`config.mk`:
```
export PLATFORM = sky130hd
export DESIGN_NAME = booth_seq_mult
export DESIGN_NICKNAME = d
export VERILOG_FILES = /design/src/rtl/booth_pkg.sv /design/src/rtl/booth_recoder.sv /design/src/rtl/booth_addsub.sv /design/src/rtl/booth_ctrl.sv /design/src/rtl/booth_seq_mult.sv
export SDC_FILE = /design/constraint.sdc
export NUM_CORES = 1
export LEC_CHECK = 0
export BUFFER_PORTS_ARGS = -buffer_cell sky130_fd_sc_hd__buf_2
export CORE_ASPECT_RATIO = 0.6
export CORE_UTILIZATION = 56
export CTS_CLUSTER_DIAMETER = 40
export DETAILED_ROUTE_END_ITERATION = 16
export PLACE_DENSITY_LB_ADDON = 0.25
export SYNTH_ARGS = -nofsm -noshare
export SYNTH_HDL_FRONTEND = slang
export SYNTH_SLANG_ARGS = --single-unit
```
`constraint.sdc`:
```
create_clock -name clk -period 8.4 [get_ports clk]
set_clock_uncertainty 0.1 [all_clocks]
set_input_delay 0.84 -clock clk [delete_from_list [all_inputs] [get_ports clk]]
set_output_delay 0.84 -clock clk [all_outputs]
set_load 0.05 [all_outputs]
```
`src/rtl/booth_pkg.sv`:
```
package booth_pkg;

    typedef enum logic [1:0] {
        OP_NOP = 2'd0,
        OP_ADD = 2'd1,
        OP_SUB = 2'd2
    } booth_op_e;

    typedef enum logic {
        ST_IDLE = 1'b0,
        ST_RUN  = 1'b1
    } seq_state_e;

    typedef struct packed {
        logic load;
        logic step;
    } seq_ctl_t;

    // Radix-2 recoding of {current multiplier bit, previous bit}
    function automatic booth_op_e booth_recode(input logic cur, input logic prev);
        booth_op_e op;
        unique case ({cur, prev})
            2'b10:   op = OP_SUB;
            2'b01:   op = OP_ADD;
            default: op = OP_NOP;
        endcase
        return op;
    endfunction

endpackage

```
`src/rtl/booth_recoder.sv`:
```
module booth_recoder
    import booth_pkg::*;
(
    input  logic      cur_bit,
    input  logic      prev_bit,
    output booth_op_e op
);
    always_comb begin
        op = booth_recode(cur_bit, prev_bit);
    end
endmodule

```
`src/rtl/booth_addsub.sv`:
```
module booth_addsub
    import booth_pkg::*;
#(
    parameter int N = 32
) (
    input  logic [N-1:0] acc,
    input  logic [N-1:0] mcand,
    input  booth_op_e    op,
    output logic [N:0]   result
);
    localparam int W = N + 1;

    logic [W-1:0] acc_x;
    logic [W-1:0] mc_x;

    // Sign-extend both sides so the sum never overflows W bits
    assign acc_x = {acc[N-1], acc};
    assign mc_x  = {mcand[N-1], mcand};

    always_comb begin
        unique case (op)
            OP_ADD:  result = acc_x + mc_x;
            OP_SUB:  result = acc_x - mc_x;
            default: result = acc_x;
        endcase
    end
endmodule

```
`src/rtl/booth_ctrl.sv`:
```
module booth_ctrl
    import booth_pkg::*;
#(
    parameter int N = 32
) (
    input  logic     clk,
    input  logic     rst,
    input  logic     start,
    output seq_ctl_t ctl,
    output logic     busy,
    output logic     done
);
    localparam int          CW   = $clog2(N) + 1;
    localparam logic [CW-1:0] LAST = CW'(N - 1);

    seq_state_e    state_q;
    logic [CW-1:0] cnt_q;
    logic          done_q;

    always_comb begin
        ctl.load = start && (state_q == ST_IDLE);
        ctl.step = (state_q == ST_RUN);
    end

    always_ff @(posedge clk) begin
        if (rst) begin
            state_q <= ST_IDLE;
            cnt_q   <= '0;
            done_q  <= 1'b0;
        end else begin
            done_q <= 1'b0;
            if (ctl.load) begin
                state_q <= ST_RUN;
                cnt_q   <= '0;
            end else if (ctl.step) begin
                cnt_q <= cnt_q + 1'b1;
                if (cnt_q == LAST) begin
                    state_q <= ST_IDLE;
                    done_q  <= 1'b1;
                end
            end
        end
    end

    assign busy = (state_q == ST_RUN);
    assign done = done_q;
endmodule

```
`src/rtl/booth_seq_mult.sv`:
```
module booth_seq_mult
    import booth_pkg::*;
#(
    parameter int N = 32
) (
    input  logic           clk,
    input  logic           rst,
    input  logic           start,
    input  logic [N-1:0]   mcand,
    input  logic [N-1:0]   mplier,
    output logic           busy,
    output logic           done,
    output logic [2*N-1:0] product
);
    seq_ctl_t  ctl;
    booth_op_e op;
    logic [N-1:0] acc_q;   // upper half: partial result
    logic [N-1:0] mq_q;    // lower half: remaining multiplier bits
    logic [N-1:0] mc_q;    // captured multiplicand
    logic         prev_q;  // extra low-order bit
    logic [N:0]   sum;

    booth_ctrl #(.N(N)) u_ctrl (
        .clk   (clk),
        .rst   (rst),
        .start (start),
        .ctl   (ctl),
        .busy  (busy),
        .done  (done)
    );

    booth_recoder u_rec (
        .cur_bit  (mq_q[0]),
        .prev_bit (prev_q),
        .op       (op)
    );

    booth_addsub #(.N(N)) u_as (
        .acc    (acc_q),
        .mcand  (mc_q),
        .op     (op),
        .result (sum)
    );

    always_ff @(posedge clk) begin
        if (rst) begin
            acc_q  <= '0;
            mq_q   <= '0;
            mc_q   <= '0;
            prev_q <= 1'b0;
        end else if (ctl.load) begin
            acc_q  <= '0;
            mq_q   <= mplier;
            mc_q   <= mcand;
            prev_q <= 1'b0;
        end else if (ctl.step) begin
            // arithmetic right shift of {sum, mq, prev}
            acc_q  <= sum[N:1];
            mq_q   <= {sum[0], mq_q[N-1:1]};
            prev_q <= mq_q[0];
        end
    end

    assign product = {acc_q, mq_q};
endmodule

```
=== Yosys cells after proc, flatten, opt, wreduce, memory -nomap -nowiden ===
Index checks and enable logic that the tools add are counted.
Widths: inputs -> output; s select.

* Bits in registers: 105
* Output and inout bits: 66

* Add/sub/neg operators: 3
* Equality and inequality tests: 5
* Mux-type cells: 8
* Bitwise operators: 1
* Reductions and logical operators: 6

{| class="wikitable"
|+ Operators with widths
! kind !! number
|-
| $pmux 33 s2 || 1
|-
| $mux 32 || 2
|-
| $add 32x32->33 || 1
|-
| $sub 32x32->33 || 1
|-
| $add 6x1->6 const B || 1
|-
| $eq 6x5->1 const B || 1
|-
| $eq 2x1->1 const B || 2
|-
| $eq 2x2->1 const B || 2
|-
| $mux 1 || 4
|-
| $pmux 2 s2 || 1
|-
| $reduce_bool 2->1 || 2
|-
| $reduce_or 3->1 || 1
|-
| $reduce_and 2->1 || 1
|-
| $reduce_or 2->1 || 1
|-
| $logic_and 1x1->1 || 1
|-
| $not 1->1 || 1
|}

=== Logic depth before layout (Yosys ltp) ===
* Depth after elaboration: 6
* Gate-level depth with buffers: 17

=== Hierarchy ===
Synthesis repeated with hierarchy kept, for this count alone.

* Cell total of the unflattened synthesis: 812
* Area total of the unflattened synthesis: 6935.4 um2

{| class="wikitable"
|+ By module, submodules not included
! module !! instances !! cells an instance !! area each (um2) !! sequential area each (um2)
|-
| booth_seq_mult || 1 || 353 || 3773.6 || 1941.9
|-
| booth_addsub || 1 || 420 || 2798.9 || 0.0
|-
| booth_ctrl || 1 || 37 || 347.8 || 160.2
|-
| booth_recoder || 1 || 2 || 15.0 || 0.0
|}

=== Worst setup path after synthesis ===
OpenSTA, ideal clock, no wires.

* Path type: flip-flop to flip-flop
* From: register mc_q[6]
* To: register acc_q[31]
* Library setup time: 0.072 ns
* Arrival: 3.888 ns
* Required time: 8.228 ns
* Setup slack: 4.340 ns
* Stages on the path, launching flop included: 17
* Clock period less this slack: 4.060 ns
* Cells stage by stage: dfxtp_1 > or4_1 > nor4_1 > nand2_1 > nor2_1 > nor2_1 > xnor2_1 > ha_1 > clkbuf_1 > and2_1 > a221o_1 > a31oi_1 > o211ai_1 > o211a_1 > o41ai_2 > mux2i_1 > mux2i_1

* Cells in the longest elaborated chain, start to end: 2
* Elaborated cells between the ends (all ways): 3
* Those cells by class: add/sub (2); mux (1)

{| class="wikitable"
|+ RTL lines
! what !! line !! RTL
|-
| start, declared || booth_seq_mult.sv:19 || <nowiki>logic [N-1:0] mc_q;</nowiki>
|-
| start signal, assigned || booth_seq_mult.sv:54 || <nowiki>mc_q <= mcand;</nowiki>
|-
| $sub 32x32->33 / $add 32x32->33 (equally long branches) || booth_addsub.sv:23, booth_addsub.sv:22 ||
|-
| $pmux 33 s2 (*) || booth_addsub.sv:21 || <nowiki>unique case (op)</nowiki>
|-
| end signal, assigned || booth_seq_mult.sv:58 || <nowiki>acc_q <= sum[N:1];</nowiki>
|-
| end, declared || booth_seq_mult.sv:17 || <nowiki>logic [N-1:0] acc_q;</nowiki>
|}

Mark *: on every way between the ends. The rest lies on a longest branch, timed or not.
A chain may end at the register's enable or synchronous reset.

=== Worst setup path after layout ===
* From: register mc_q[2]
* To: register acc_q[31]

Same word-level chain as after synthesis.

==> results.yml <==
floorplan:
  die_h_microns: 87.0
  initial_core_util_pct: 58.5
  fp.dieW_microns: 144
  dieArea_sq_um: 12500
  io-pin-count: 133
  core_area_sq_um: 11500
  row_count: 30
routing:
  viasPerCell: 5.69
  drt-wirelength-per-cell_microns: 15.5
  drc: 0
  drt_iter0_markers: 674
  ant_nets: 0
  drt-total-wl_mm: 17.7
  drt_first_pass_iters: 5
  route.vias.total: 6520
worst_setup_path:
  r2r.worst_path.cells: 16
  worst-path-max-fanout: 6
  start_kind: "register"
  worst_r2r_endpoint: "acc_q[31]"
  arrival_ps: 4650
  reg2reg_slack_ps: 3940
  path_class: "reg2reg"
  startpoint: "mc_q[2]"
  reg2reg_from: "mc_q[2]"
  crit_end: "acc_q[31]"
  crit_required_ps: 8590
  worst_setup_path_end_kind: "register"
job:
  drv_cap: 0
clock_tree:
  htreeDepth: 3
  cts_buffer_depth: 2
  clk_pin_slew_ps: 80
  post_cts_buffers: 0
  cts_made_buffers: 9
  cts_hold_buf: 0
  cts.sinks: 105
  insertion_delay_ps: 360
  cts-root-buf: "clkbuf_16"
  ctsResizeCount: 0
  cts_tree: "done"
placed_design:
  hpwl_mm: 12.9
  place_ws_ps: 4040
  dp_cells: 1129
  globalplace.congestion: 0.983
  numPortBuffers: 132
global_routing:
  antenna_found_initial: 0
  grt_overflow: 0
  track_usage_pct: 28.9
  grt_pass1_wl_mm: 28.1
  grt_start_max_net_pins: 112
  first_global_vias: 5367
synth:
  yosysTopAreaCellShare_pct: 31.2
  yosys-top-cells-area: "dfxtp_1, a21oi_1, nor2_1"
  synth_compound_area_share_pct: 22.3
  synth.most_common_cell: "a21oi_1"
  muxShareOfSynthArea_pct: 6.54
  ys_seq_area_share_pct: 31.2
  synth_warnings: 0
  syn_nets: 991
  postSynth.asyncResetShare_pct: 0
  synth_area_per_cell_sq_um: 7.59
  synthAdderAreaFrac_pct: 6.80
  synth_ff_type: "dfxtp_1"
  yosys.area_share.xor_xnor_pct: 7.02
  synth_commonest_cells: "a21oi_1, nor2_1, dfxtp_1, nand2_1, clkbuf_1"
  synthCells: 888
  synth_cell_types: 60
  synth-edff-count: 0
  synth_top_family_by_area: "compound AO/OA/AOI/OAI gates"
  synth-seq-cells: 105
  synth_top_area_cell: "dfxtp_1"
  synth_area_sq_um: 6740
  synthSimpleGateAreaFrac_pct: 21.5
timing:
  period_minus_slack_ps: 4460
  setup_slack_ps: 3940
  period_share_pct: 53.1
  setup_viol: 0
  grt_setup_unrepaired: "false"
  hold_viol_final: 0
  fin_tns_setup_ps: 0
  worst_pin_slew_ps: 1060
  holdWs_ps: 387
  slew_headroom_pct: 29.5
  slew_viol_final: 0
  timing.fmax_mhz: 224
power_and_ir_drop:
  leakage_uw: 0.00345
  totalPowerFinal_uw: 1480
  vdd_drop_max_mv: 0.104
  p_per_area_nw_per_um2: 191
hold_path:
  hold_path_class: "reg2reg"
finish:
  syn_to_final_growth_pct: 14.9
  drive_gt1_share_pct: 17.2
  diodes: 0
  instances_no_fill: 1145
  finalNetCount: 1083
outcome:
  status: "finished clean"
==> power breakdown <==
group          internal, uW  total (uW)  switching (uW)
clock network           217         437             220
logic                   177         483             306
registers               524         557            33.1
total                   918        1480             559
==> cells in the final DEF (no fill, tap or decap), types with 6 or more instances in the layout <==
master	synthesis	final
clkbuf_16	0	9
o21ai_0	43	43
o211ai_1	14	14
dfxtp_1	105	104
nor3_1	20	20
nor2_1	125	125
xor2_1	9	9
buf_4	1	8
ha_1	35	35
a31oi_1	10	10
nand3_1	13	13
nand2_1	99	99
inv_1	20	20
xnor2_1	45	45
a41oi_1	6	6
mux2i_1	44	44
a21o_1	10	10
and3_1	6	6
nor4_1	6	6
nor3b_1	7	7
a211oi_1	7	7
buf_2	0	132
a21oi_1	127	127
==> layout make-up <==
type / count / area [sq um]
clock inverter: 7 / 93.8
inverter: 20 / 75.1
multi-input combinational: 704 / 4320
sequential: 105 / 2110
timing repair buffer: 140 / 721
tap: 160 / 200
clock buffer: 9 / 225
fill: 1061 / 3780
==> worst min-delay path by stage <==
stage | from | endpoint | slack (ps) | depth (start not counted)
finish | mc_q[4] | mc_q[4] | 390 | 2
global route | mc_q[4] | mc_q[4] | 430 | 2
CTS | mc_q[4] | mc_q[4] | 390 | 2
detailed placement | mc_q[4] | mc_q[4] | 380 | 2
global placement | mc_q[4] | mc_q[4] | 380 | 2
floorplan | mc_q[23] | mc_q[23] | 360 | 2
==> per-stage QoR <==
step | area, sq um | util (%)
floorplan | 6740 | -
global placement | 7430 | 64.4
detailed placement | 7430 | 64.4
CTS | 7740 | 67.2
global route | 7740 | 67.2
finish | 7740 | 67.2
==> logic make-up (layout without fill, tap and decap cells) <==
family | Yosys count | after routing
AOI/OAI and AO/OA | 252 | 252
buffers and inverters | 79 | 176
DFF | 105 | 105
and+or+nand+nor | 318 | 318
adders and majority gates | 36 | 36
muxes | 44 | 44
xor gates and xnor gates | 54 | 54
==> registers in the layout (all words and copies together) (netlist names) <==
signal	flops
acc_q	32
mc_q	32
mq_q	32
u_ctrl.cnt_q	6
prev_q	1
u_ctrl.busy	1
u_ctrl.done	1
==> routing by layer <==
metal | part of all wire [%] | track usage [%] | vias up
li1 | - | - | 3308
met1 | 53 | 48.0 | 2911
met2 | 37 | 36.3 | 289
met3 | 9.6 | 6.21 | 12
met4 | 0.51 | 4.93 | 0
met5 | 0 | 0 | -
==> critical path, stage by stage, from the launching register on <==
cell	delay [ps]
dfxtp_1	350
or3_1	430
nor4_1	430
and2_1	300
nand3b_1	140
nor4_1	190
nor2_1	90
xnor2_1	280
ha_1	360
a21oi_1	240
o21ai_0	170
o41ai_1	420
o21a_1	160
inv_1	60
o41ai_2	230
mux2i_1	250
mux2i_1	190
No activity file was read; power rests on OpenSTA's default activity.
